### src/rtl/elev_pkg.sv
package elev_pkg;

  typedef enum logic [2:0] {
    ST_REST   = 3'd0,
    ST_CLIMB  = 3'd1,
    ST_SINK   = 3'd2,
    ST_DWELL  = 3'd3,
    ST_F_DESC = 3'd4,
    ST_F_OPEN = 3'd5
  } ctrl_state_e;

  typedef struct packed {
    logic up;
    logic dn;
    logic door;
    logic tstart;
  } drive_t;

  // Moore output decode for a state
  function automatic drive_t drive_of(input ctrl_state_e st);
    drive_t d;
    d = '0;
    unique case (st)
      ST_REST:   d.door = 1'b1;
      ST_CLIMB:  d.up   = 1'b1;
      ST_SINK:   d.dn   = 1'b1;
      ST_DWELL:  begin d.door = 1'b1; d.tstart = 1'b1; end
      ST_F_DESC: d.dn   = 1'b1;
      ST_F_OPEN: d.door = 1'b1;
      default:   d.door = 1'b1;
    endcase
    return d;
  endfunction

  function automatic logic is_normal(input ctrl_state_e st);
    return (st == ST_REST) || (st == ST_CLIMB) || (st == ST_SINK) || (st == ST_DWELL);
  endfunction

endpackage

### src/rtl/elev_dwell_timer.sv
module elev_dwell_timer #(
  parameter int DWELL_SECS = 10,
  localparam int TMR_W = $clog2(DWELL_SECS + 1)
) (
  input  logic clk,
  input  logic rst,
  input  logic run,
  input  logic tick,
  output logic done
);
  logic [TMR_W-1:0] cnt_q;
  localparam logic [TMR_W-1:0] LIMIT = TMR_W'(DWELL_SECS);

  always_ff @(posedge clk) begin
    if (rst || !run) begin
      cnt_q <= '0;
    end else if (tick && (cnt_q < LIMIT)) begin
      cnt_q <= cnt_q + 1'b1;
    end
  end

  assign done = run && (cnt_q >= LIMIT);
endmodule

### src/rtl/elev_next_state.sv
module elev_next_state
  import elev_pkg::*;
#(
  parameter int FLOOR_W    = 4,
  parameter int BASE_FLOOR = 1
) (
  input  ctrl_state_e        state_q,
  input  logic [FLOOR_W-1:0] floor_i,
  input  logic [FLOOR_W-1:0] req_i,
  input  logic               fire_i,
  input  logic               dwell_done,
  output ctrl_state_e        state_d
);
  localparam logic [FLOOR_W-1:0] BASE = FLOOR_W'(BASE_FLOOR);

  logic above, below, at_base;
  assign above   = req_i > floor_i;
  assign below   = req_i < floor_i;
  assign at_base = floor_i <= BASE;

  always_comb begin
    state_d = state_q;
    if (is_normal(state_q) && fire_i) begin
      state_d = at_base ? ST_F_OPEN : ST_F_DESC;
    end else begin
      unique case (state_q)
        ST_REST:   if (above) state_d = ST_CLIMB;
                   else if (below) state_d = ST_SINK;
        ST_CLIMB:  if (!above) state_d = ST_DWELL;
        ST_SINK:   if (!below) state_d = ST_DWELL;
        ST_DWELL:  if (dwell_done) state_d = ST_REST;
        ST_F_DESC: if (at_base) state_d = ST_F_OPEN;
        ST_F_OPEN: if (!fire_i) state_d = ST_REST;
        default:   state_d = ST_REST;
      endcase
    end
  end
endmodule

### src/rtl/elev_unit_ctrl.sv
module elev_unit_ctrl
  import elev_pkg::*;
#(
  parameter int FLOOR_W    = 4,
  parameter int DWELL_SECS = 10,
  parameter int BASE_FLOOR = 1
) (
  input  logic               clk,
  input  logic               rst,
  input  logic [FLOOR_W-1:0] floor_i,
  input  logic [FLOOR_W-1:0] req_i,
  input  logic               fire_i,
  input  logic               tick_i,
  output logic               up_o,
  output logic               down_o,
  output logic               open_o,
  output logic               tmr_start_o
);
  ctrl_state_e state_q, state_d;
  drive_t      drv_d;
  logic        dwell_done;

  // named events for the checker
  logic in_dwell, in_f_desc, in_f_open, dwell_entry;
  assign in_dwell    = state_q == ST_DWELL;
  assign in_f_desc   = state_q == ST_F_DESC;
  assign in_f_open   = state_q == ST_F_OPEN;
  assign dwell_entry = (state_d == ST_DWELL) && !in_dwell;

  elev_dwell_timer #(.DWELL_SECS(DWELL_SECS)) u_tmr (
    .clk  (clk),
    .rst  (rst),
    .run  (in_dwell),
    .tick (tick_i),
    .done (dwell_done)
  );

  elev_next_state #(.FLOOR_W(FLOOR_W), .BASE_FLOOR(BASE_FLOOR)) u_ns (
    .state_q    (state_q),
    .floor_i    (floor_i),
    .req_i      (req_i),
    .fire_i     (fire_i),
    .dwell_done (dwell_done),
    .state_d    (state_d)
  );

  assign drv_d = drive_of(state_d);

  always_ff @(posedge clk) begin
    if (rst) begin
      state_q     <= ST_REST;
      up_o        <= 1'b0;
      down_o      <= 1'b0;
      open_o      <= 1'b1;
      tmr_start_o <= 1'b0;
    end else begin
      state_q     <= state_d;
      up_o        <= drv_d.up;
      down_o      <= drv_d.dn;
      open_o      <= drv_d.door;
      tmr_start_o <= drv_d.tstart;
    end
  end
endmodule

### config.mk
export PLATFORM = sky130hd
export DESIGN_NAME = elev_unit_ctrl
export DESIGN_NICKNAME = d
export VERILOG_FILES = /design/src/rtl/elev_pkg.sv /design/src/rtl/elev_dwell_timer.sv /design/src/rtl/elev_next_state.sv /design/src/rtl/elev_unit_ctrl.sv
export SDC_FILE = /design/constraint.sdc
export NUM_CORES = 1
export LEC_CHECK = 0
export BUFFER_PORTS_ARGS = -buffer_cell sky130_fd_sc_hd__buf_2
export CORE_AREA = 2 2 39 41
export DETAILED_ROUTE_END_ITERATION = 16
export DIE_AREA = 0 0 41 43
export HOLD_SLACK_MARGIN = 0.06
export PLACE_DENSITY = 0.7
export SYNTH_ARGS = -nofsm -noshare
export SYNTH_HDL_FRONTEND = slang
export SYNTH_SLANG_ARGS = --single-unit
### constraint.sdc
create_clock -name clk -period 3.25 [get_ports clk]
set_input_delay 0.4875 -clock clk [delete_from_list [all_inputs] [get_ports clk]]
set_output_delay 0.4875 -clock clk [all_outputs]
set_load 0.005 [all_outputs]
# Word-level counts from Yosys, hierarchy flattened
# Cells that the tools add are included.
# Widths: inputs -> output; s select.
# totals
latch_bits	0
mem_bits_ro	0
ram_bits	0
register_bits	11
in_bits	12
output_inout_bits	4
memories	0
elab_cells	46
# op_classes
bitwise	0
n_mux	14
n_div	0
n_addsub	1
n_mul	0
shift	0
reduce_logical	11
eq_ne	9
order_cmp	5
# op_table
operator	count
$mux 3	8
$pmux 3 s6	1
$eq 3x2->1 const B	4
$eq 3x3->1 const B	3
$eq 3x1->1 const B	2
$mux 1	5
$add 4x1->4 const B	1
$ge 4x4->1 const B	1
$gt 4x4->1	1
$le 4x1->1 const B	1
$logic_or 1x1->1	4
$lt 4x4->1	1
$lt 4x4->1 const B	1
$logic_and 1x1->1	3
$logic_not 3->1	1
$reduce_or 3->1	1
$reduce_or 2->1	1
$logic_not 1->1	1

# Longest topological paths before layout
# Gate-level depths: netlist (run 1).
# depth
depth_word	9
ltp_mapped	8
mapped_depth_nobuf	8

# Cells and area by module
# Synthesis (run 1) repeated with hierarchy kept, for this count alone.
# unflattened
hier_cells	76
hier_area_um2	673.1
# by_module_without_submodules
module	area_each_um2	cells_each	n_inst
elev_unit_ctrl	239.0	20	1
elev_next_state	224.0	33	1
elev_dwell_timer	210.2	23	1

# Least setup slack after synthesis (run 1)
# Ideal clock, no wire load.
# synth_path
path_type	input-to-reg
startpoint	input port floor_i[3]
endpoint	register open_o
required_time_ns	3.136
cell_stages	5
path_slack_ns	1.297
arrival_time_ns	1.839
cell_sequence	or3_1 or4b_1 o2111a_2 or2_0 a21o_1
# synth_between
elab_chain_cells	8
elab_cells_between_ends	16
cone_classes	order compare: 3; eq/ne: 3; mux: 9; reduce/logical: 1
# synth_rtl
element	line_no	rtl
start, declared	elev_unit_ctrl.sv:10	input logic [FLOOR_W-1:0] floor_i,
$lt 4x4->1	elev_next_state.sv:18	assign below = req_i < floor_i;
$mux 3	elev_next_state.sv:28	else if (below) state_d = ST_SINK;
$mux 3	elev_next_state.sv:27	ST_REST: if (above) state_d = ST_CLIMB;
$pmux 3 s6	elev_next_state.sv:26	unique case (state_q)
$mux 3 (*)	elev_next_state.sv:23	if (is_normal(state_q) && fire_i) begin
$eq 3x3->1 (tied with other cells)	elev_pkg.sv:23	unique case (st)
$reduce_or 3->1 (no line) (*)	-	
$mux 1 (*)	elev_pkg.sv:23	
end signal, assigned	elev_unit_ctrl.sv:60	open_o <= drv_d.door;
end, declared	elev_unit_ctrl.sv:16	output logic open_o,
# Every way passes the cells marked *; elsewhere a longest branch is shown, timed or not.
# A chain may end at the register's enable or synchronous reset.

# Final worst setup path (run 1)
# layout_path
startpoint	register u_tmr.cnt_q[0]
endpoint	register open_o
# layout_between
elab_chain_cells	8
elab_cells_between_ends	10
cone_classes	order compare: 1; eq/ne: 3; mux: 4; reduce/logical: 2
# layout_rtl
element	line_no	rtl
start, declared	elev_dwell_timer.sv:11	logic [TMR_W-1:0] cnt_q;
start signal, assigned	elev_dwell_timer.sv:18	cnt_q <= cnt_q + 1'b1;
$ge 4x4->1 (*)	elev_dwell_timer.sv:22	assign done = run && (cnt_q >= LIMIT);
$logic_and 1x1->1 (*)	elev_dwell_timer.sv:22	
$mux 3 (*)	elev_next_state.sv:31	ST_DWELL: if (dwell_done) state_d = ST_REST;
$pmux 3 s6 (*)	elev_next_state.sv:26	
$mux 3 (*)	elev_next_state.sv:23	
$eq 3x3->1 (tied with other cells)	elev_pkg.sv:23	
$reduce_or 3->1 (no line) (*)	-	
$mux 1 (*)	elev_pkg.sv:23	
# Marked as above.

==> impl_metrics.toml, run 1 <==
[power_and_ir_drop]
leakage_nw = 0.331
p_total_mw = 0.302
powerDensity_nw_per_um2 = 404
vdd_ir_drop_max_mv = 0.294

[clock_network]
post_cts_resized = 0
clock_sinks = 11
cts-htree-levels = 1
cts_buffer_depth = 2
clkTransAtPathRegs_ns = 0.07
clock_latency_ns = 0.27
cts_setup_buffers = 0
cts_tree = "yes"
ctsHoldBuffers = 0
cts-root-buf = "clkbuf_4"
numCtsBuffers = 3

[sta]
fin_skew_ns = 0.00966
maxSlewHeadroom_pct = 80.6
hold_viol = 0
worst_slew_pin_slew_ns = 0.291
fin_crit_sh_pct = 58.6
fmax_mhz = 525
report.final.slew_viol_count = 0
rsz0062_at_grt = "false"
setup_tns_ns = 0
finalSetupViolations = 0
period_minus_slack_ns = 1.90

[yosys]
synth.cell_area_um2 = 639
syn_inst = 77
synth_seq_cells = 11
ys_types = 26
syn_area_per_cell_um2 = 8.30
seq_area_frac_synth_pct = 34.4
yosysWarnings = 0
synth.net_count = 95

[global_route]
antenna_found_initial = 0
grt_max_degree = 11
grt_pass1_vias = 531
grt-ovfl-total = 0
grt_pass1_wl_um = 2130
grt_usage_pct = 17.9

[floorplanning]
dieArea_um2 = 1760
dieHeight_um = 43
core_um2 = 1380
die_w_um = 41
row_count = 14
initial_core_util_pct = 46.2
io_pins = 16

[route]
drt-initial-drc-count = 19
drt_pre_antenna_iters = 4
ant_nets = 0
wl_um = 1270
drc = 0
detail_route.wl_per_cell_um = 11.6
via_count = 618
drt-vias-per-instance = 5.67

[status]
status = "completed"

[critical_path]
cp.arrival_ns = 2.08
start_kind = "register"
path_class = "register to register"
worstPathRequired_ns = 3.42
worst-path-max-fanout = 5
cp-end-kind = "register"

[layout]
areaGrowthSynthToFinish_pct = 17.0
nets = 112
multiInputGateArea_um2 = 380
n_fill_cell = 133
drive_gt1_share_pct = 20.4
antenna_cells = 0
register_area_um2 = 220

[worst_hold_path]
hold_class = "input port to register"

[flow_run]
cap_violations = 0

[placement]
port_buffers = 15
routabilityCongestion = 0.832
hpwl_um = 978
==> final timing paths <==
check	start	endpoint	cells past startpoint	slack [ns]
worst min register to register	u_tmr.cnt_q[2]	u_tmr.cnt_q[2]	2	0.54
worst max register to register	u_tmr.cnt_q[0]	open_o	8	1.35
worst max-delay path	u_tmr.cnt_q[0]	open_o	8	1.35
worst min-delay path	rst	down_o	2	0.47
==> cells in the final DEF, fill, tap and decap left out <==
cell type  Yosys  routed
clkbuf_1       2       1
a2bb2oi_1      1       1
o21ai_0        5       5
xnor2_1        1       1
nand3b_1       2       2
a21o_1         1       1
a21oi_1        3       3
clkbuf_4       0       3
nand4_1        1       1
nor3_1         2       2
nor2b_1        3       3
a211o_1        4       4
a32oi_1        2       2
or3_1          3       3
a41oi_1        2       2
dfxtp_1       11      11
buf_2          1      15
nor2_1         8       8
or4b_1         1       1
nand3_1        1       1
inv_1          7       7
a211oi_1       1       1
or2_0          1       1
o211ai_1       1       1
ha_1           6       6
nand2_1        6       6
o2111a_2       1       1
==> metrics by stage <==
step                      area, um2  hold WS (ns)  worst slack [ns]  cells  utilization [%]
after floorplan                 639         0.497              1.30     77                -
after global placement          722         0.530              1.14    105             52.2
after detailed placement        722         0.533              1.10    105             52.2
after CTS                       748         0.462              1.34    109             54.1
after global routing            748         0.496              1.22    109             54.1
final                           748         0.473              1.35    109             54.1
==> sequential cells by signal, summed over array words and instances (netlist names) <==
register and flops:
down_o 1, open_o 1, state_q 3, tmr_start_o 1
u_tmr.cnt_q 4, up_o 1
==> power by group <==
group	total [mW]	internal, mW	switching, mW
clock	0.0936	0.0475	0.0461
combinational	0.0582	0.0288	0.0293
sequential	0.150	0.143	0.00731
total	0.302	0.219	0.0827
==> area by class of cell <==
class | count | area share [%]
multi-input combinational | 56 | 50.8
sequential | 11 | 29.4
timing repair buffer | 15 | 10.0
clock buffer | 4 | 3.51
inverter | 7 | 3.51
tap | 16 | 2.68
==> cell families (layout without fill, tap and decap cells) <==
group                      count (synthesis)  count (layout)  share of synthesized area (%)
AOI/OAI and AO/OA                         21              21                           24.1
xor gates and xnor gates                   1               1                           1.37
adders and majority gates                  6               6                           11.7
buffers and inverters                     10              26                           6.07
DFF                                       11              11                           34.4
and+or+nand+nor                           28              28                           22.3
==> worst max-delay path: stages, from the launching register on <==
cell and delay [ns]:
dfxtp_1 0.37, inv_1 0.08, ha_1 0.19, or3_1 0.34, nand2_1 0.08, a2bb2oi_1 0.06
o2111a_2 0.29, or2_0 0.22, a21o_1 0.17
==> cells in the mapped netlist <==
cell type | count | area, um2
nor2b_1 | 3 | 18.8
a211oi_1 | 1 | 7.51
inv_1 | 7 | 26.3
or2_0 | 1 | 6.26
a2bb2oi_1 | 1 | 8.76
nand4_1 | 1 | 6.26
nand3_1 | 1 | 5.00
ha_1 | 6 | 75.1
or3_1 | 3 | 18.8
nor3_1 | 2 | 10.0
dfxtp_1 | 11 | 220
o2111a_2 | 1 | 12.5
o211ai_1 | 1 | 7.51
nor2_1 | 8 | 30.0
a21oi_1 | 3 | 15.0
nand2_1 | 6 | 22.5
clkbuf_1 | 2 | 7.51
or4b_1 | 1 | 10.0
nand3b_1 | 2 | 15.0
a32oi_1 | 2 | 17.5
a41oi_1 | 2 | 17.5
o21ai_0 | 5 | 25.0
buf_2 | 1 | 5.00
xnor2_1 | 1 | 8.76
a211o_1 | 4 | 35.0
a21o_1 | 1 | 7.51
==> routing by layer <==
| metal | wire length [um] | vias to the layer above | global-route usage, % | part of all wire, % |
|---|---|---|---|---|
| li1 | - | 312 | - | - |
| met1 | 536 | 283 | 22.1 | 42 |
| met2 | 617 | 21 | 25.9 | 49 |
| met3 | 91 | 2 | 6.28 | 7.2 |
| met4 | 20 | 0 | 10.0 | 1.6 |
| met5 | 0 | - | 0 | 0 |
Note: power is estimated with default switching activity, not from simulation.
==> run 2: changes to the inputs <==
--- a/config.mk
+++ b/config.mk
@@ -5,12 +5,13 @@
 export SDC_FILE = /design/constraint.sdc
 export NUM_CORES = 1
 export LEC_CHECK = 0
+export ABC_AREA = 1
 export BUFFER_PORTS_ARGS = -buffer_cell sky130_fd_sc_hd__buf_2
-export CORE_AREA = 2 2 39 41
+export CORE_MARGIN = 2
+export CORE_UTILIZATION = 45
 export DETAILED_ROUTE_END_ITERATION = 16
-export DIE_AREA = 0 0 41 43
 export HOLD_SLACK_MARGIN = 0.06
-export PLACE_DENSITY = 0.7
+export PLACE_DENSITY = 0.69
 export SYNTH_ARGS = -nofsm -noshare
 export SYNTH_HDL_FRONTEND = slang
 export SYNTH_SLANG_ARGS = --single-unit
==> constraint.sdc (replaced) <==
create_clock -name clk -period 1.7 [get_ports clk]
set_input_delay 0.255 -clock clk [delete_from_list [all_inputs] [get_ports clk]]
set_output_delay 0.255 -clock clk [all_outputs]
set_load 0.005 [all_outputs]
==> impl_metrics.toml, run 2 <==
[global_route]
grt_max_degree = 7
grt-ovfl-total = 0
grt_pass1_vias = 579
antenna_found_initial = 0
grt_pass1_wl_um = 2170
grt_usage_pct = 15.9

[yosys]
muxShareOfSynthArea_pct = 0
synth_seq_cells = 11
yosysWarnings = 0
yosysMostFrequentCell = "nand2_1"
synth_flop_cell = "dfxtp_1"
synth_compound_gate_area_share_pct = 11.5
syn_inst = 96
synth_top_area_share_pct = 33.3
async_flop_share_pct = 0
synth.cell_area_um2 = 662
synth_top_area_cell = "dfxtp_1"
synth_edf_count = 0
seq_area_frac_synth_pct = 33.3
syn_area_per_cell_um2 = 6.89
synth_fa_ha_area_share_pct = 11.3
yosys.area_share.simple_pct = 32.5
synth.net_count = 114
ys_top_cells_by_area = "dfxtp_1, nand2_1, ha_1"
synth_top_family_by_area = "simple AND/OR/NAND/NOR gates"
ys_types = 18
synth-xor-area-share_pct = 0
synth_common_cells = "nand2_1, inv_1, dfxtp_1, nor2_1"

[floorplanning]
row_count = 13
die_w_um = 42.4
dieHeight_um = 42.4
io_pins = 16
initial_core_util_pct = 49.6
core_um2 = 1330
dieArea_um2 = 1790

[layout]
areaGrowthSynthToFinish_pct = 18.1
largest-register = "u_tmr.cnt_q"
nets = 134
final_common_cell = "nand2_1"
drive_gt1_share_pct = 26.1
largestRegisters = "u_tmr.cnt_q (4), state_q (3)"
largest_register_ffs = 4
final_cell_mix = "nand2_1, inv_1, buf_2"
stdcell_area_um2 = 782
antenna_cells = 0

[route]
detail_route.wl_per_cell_um = 9.05
drt-vias-per-instance = 4.82
drc = 0
drt_pre_antenna_iters = 4
wl_um = 1180
drt-initial-drc-count = 9
via_count = 626
ant_nets = 0

[critical_path]
start_kind = "register"
worstPathRequired_ns = 1.86
worst-path-max-fanout = 3
cp_cell_sequence = "inv_1, ha_1, nand2_1, nand2_1, nor2_1, nor2_1, nand2_1, nand2_2, nand2_1, nand2_2, nor2_2, nor2_2"
cp.arrival_ns = 1.61
cpPeakStageDelay_ns = 0.36
slowest_stage = "dfxtp_1"
cp_common_cell = "nand2_1"
path_class = "register to register"
r2r_setup_slack_ns = 0.25
cp-end-kind = "register"

[status]
status = "completed"

[power_and_ir_drop]
leakage_nw = 0.435
vdd_ir_drop_max_mv = 0.442
powerDensity_nw_per_um2 = 769

[sta]
fin_skew_ns = 0.00608
setup_tns_ns = 0
worst_slew_pin_slew_ns = 0.216
rsz0062_at_grt = "false"
period_minus_slack_ns = 1.45
finalSetupViolations = 0
fmax_mhz = 689
holdWs_ns = 0.178
hold_viol = 0
fin_ws_ns = 0.250
report.final.slew_viol_count = 0
fin_crit_sh_pct = 85.3
maxSlewHeadroom_pct = 85.5

[clock_network]
cts_tree = "yes"
clock_sinks = 11
cts_setup_buffers = 0
clock_latency_ns = 0.27
cts-root-buf = "clkbuf_4"
clkTransAtPathRegs_ns = 0.07
cts-htree-levels = 1
ctsHoldBuffers = 0
post_cts_resized = 0
cts_buffer_depth = 2
numCtsBuffers = 3

[flow_run]
cap_violations = 0

[worst_hold_path]
hold_class = "input port to register"

[placement]
place_ws_ns = 0.0743
hpwl_um = 996
routabilityCongestion = 0.753
placed_area_um2 = 756
port_buffers = 15
run 2: cell types whose count changed after synthesis, moves of 4 or more:
cell     change
a211o_1      -4
a21oi_1      +4
inv_1        +9
inv_2        +4
nand2_1     +17
nand3_1      +6
run 2: cells by family after synthesis:
group | Yosys count
simple gates | 46
buf+inv | 20
compound gates | 13
flops | 11
fa+ha+maj | 6
run 2: final timing paths:
check                       from             end  cells after the start
setup / recovery  u_tmr.cnt_q[0]          open_o                     12
hold / removal               rst      state_q[2]                      2
setup reg to reg  u_tmr.cnt_q[0]          open_o                     12
hold reg to reg   u_tmr.cnt_q[2]  u_tmr.cnt_q[2]                      2
run 2: area by class of cell:
class / count / area (um2)
Tap cell: 15 / 18.8
Timing Repair Buffer: 15 / 75.1
Inverter: 20 / 75.1
Fill cell: 141 / 552
Clock buffer: 4 / 26.3
Sequential cell: 11 / 220
Multi-Input combinational cell: 65 / 367
run 2: layer usage:
metal / up-vias / wire length [um] / GRT usage [%]
met5: - / 0 / 0
met4: 0 / 29 / 9.38
met3: 4 / 60 / 3.02
met2: 17 / 537 / 27.1
met1: 266 / 550 / 18.2
li1: 339 / - / -
run 2: metrics by stage:
stage                     total power [mW]  util, %  instances
after global routing                 0.644     58.6        130
after detailed placement             0.434     56.7        126
after CTS                            0.609     58.6        130
after floorplan                      0.389        -         96
final                                0.601     58.6        130
after global placement               0.430     56.7        126
run 2: power by group:
| group | internal [mW] | total (mW) | switching (mW) | leakage (nW) |
|---|---|---|---|---|
| sequential | 0.277 | 0.291 | 0.0137 | 0.0899 |
| combinational | 0.0567 | 0.136 | 0.0794 | 0.330 |
| clock | 0.0908 | 0.175 | 0.0838 | 0.0150 |
| total | 0.424 | 0.601 | 0.177 | 0.435 |
run 2: critical path: cells and delay by family, from the launching register on:
| kind | cells | cell delay [ns] |
|---|---|---|
| adders and majority gates | 1 | 0.19 |
| buffers and inverters | 1 | 0.08 |
| DFF | 1 | 0.36 |
| and+or+nand+nor | 10 | 0.70 |
==> run 3: changes to the inputs <==
==> constraint.sdc (replaced) <==
create_clock -name clk -period 1.2 [get_ports clk]
set_input_delay 0.18 -clock clk [delete_from_list [all_inputs] [get_ports clk]]
set_output_delay 0.18 -clock clk [all_outputs]
set_load 0.005 [all_outputs]
==> impl_metrics.toml, run 3 (same netlist as run 2, synthesis figures left out) <==
[layout]
areaGrowthSynthToFinish_pct = 52.9
largest_register_ffs = 4
final_cell_mix = "nand2_1, buf_4, buf_2"
final_common_cell = "nand2_1"
register_area_um2 = 236
largestRegisters = "u_tmr.cnt_q (4), state_q (3)"
multiInputGateArea_um2 = 455
n_fill_cell = 108
drive_gt1_share_pct = 52.3
antenna_cells = 0
largest-register = "u_tmr.cnt_q"
nets = 149

[sta]
finalSetupViolations = 3
hold_viol = 0
holdWs_ns = 0.0982
period_minus_slack_ns = 1.28
report.final.slew_viol_count = 0
fmax_mhz = 784
fin_ws_ns = -0.0756
fin_crit_sh_pct = 106
rsz0062_at_grt = "true"
setup_tns_ns = -0.154
worst_slew_pin_slew_ns = 0.227
fin_skew_ns = 0.000470
maxSlewHeadroom_pct = 84.8

[clock_network]
clock_latency_ns = 0.27
clkTransAtPathRegs_ns = 0.07
clock_sinks = 11
cts_buffer_depth = 2
numCtsBuffers = 3
cts-root-buf = "clkbuf_4"
cts_tree = "yes"
cts-htree-levels = 1

[floorplanning]
die_w_um = 42.4
row_count = 13
dieArea_um2 = 1790
initial_core_util_pct = 49.6
dieHeight_um = 42.4
io_pins = 16
core_um2 = 1330

[status]
violations = "setup timing"
status = "finished with violations"

[global_route]
grt_max_degree = 8
grt-ovfl-total = 0
grt_pass1_wl_um = 2440
antenna_found_initial = 0
grt_pass1_vias = 631
grt_usage_pct = 17.7

[route]
via_count = 692
drt-vias-per-instance = 4.77
detail_route.wl_per_cell_um = 10.5
ant_nets = 0
drt_pre_antenna_iters = 4
wl_um = 1520
drc = 0
drt-initial-drc-count = 7

[critical_path]
worst-path-max-fanout = 3
cp_common_cell = "nand2_2"
r2r-end = "open_o"
cp.arrival_ns = 1.45
cpPeakStageDelay_ns = 0.34
r2r_start = "u_tmr.cnt_q[0]"
cp_cell_sequence = "inv_2, ha_4, nand2_4, nand2_1, nor2_1, nor2_1, nand2_1, nand2_2, nand2_2, nand2_2, nor2_4, nor2_2"
path_buf_inv = 1
slowest_stage = "dfxtp_2"
start_kind = "register"
ff2ff_path_depth = 12
r2r_setup_slack_ns = -0.08
cp_top_family = "simple AND/OR/NAND/NOR gates"
cp.depth = 12
endpoint = "open_o"
cp-end-kind = "register"
worstSetupStartpoint = "u_tmr.cnt_q[0]"
path_class = "register to register"
worstPathRequired_ns = 1.37

[flow_run]
cap_violations = 0

[power_and_ir_drop]
vdd_ir_drop_max_mv = 0.759
leakage_nw = 0.531
powerDensity_nw_per_um2 = 928

[placement]
place_ws_ns = -0.300
routabilityCongestion = 0.772
port_buffers = 15
hpwl_um = 1120

[worst_hold_path]
hold_class = "input port to register"
holdPathStages = 2
## run 3: how the worst min path moves through the flow
stage | startpoint | to
2_1_floorplan | rst | state_q[2]
3_3_place_gp | rst | state_q[2]
3_5_place_dp | rst | state_q[2]
4_1_cts | rst | state_q[2]
5_1_grt | rst | state_q[2]
6_report | rst | state_q[2]
## run 3: power by group
group	switching [mW]	total (mW)	internal [mW]
clock	0.129	0.253	0.123
sequential	0.0243	0.416	0.392
combinational	0.145	0.270	0.125
## run 3: layout make-up
cell class,instances,share of cell area [%]
Clock buffer,3,2.22
Clock inverter,1,0.494
Inverter,20,7.91
Multi-Input combinational cell,65,45.0
Sequential cell,11,23.4
Tap cell,15,1.85
Timing Repair Buffer,30,19.2
## run 3: routing by layer
metal / vias to the layer above / wire length (um) / track usage, %
li1: 367 / - / -
met3: 2 / 61 / 6.90
met1: 310 / 621 / 20.7
met4: 0 / 6 / 3.75
met5: - / 0 / 0
met2: 13 / 828 / 30.5
## run 3: what timing repair did
action                                 CTS  global route
endpoints found under the hold margin    0             0
pin swaps                                6            11
hold buffers                             0             0
buffers inserted                         2             0
setup endpoints to repair                6             9
gates resized for setup                  7            19
gates cloned                             0             0
## run 3: metrics by stage
stage	std cells	total power, mW	area (um2)	util, %
after floorplan	96	0.557	691	-
after global placement	139	0.646	882	66.1
after global routing	145	1.00	1010	75.9
after CTS	145	0.929	947	71.0
after detailed placement	139	0.653	882	66.1
final	145	0.939	1010	75.9
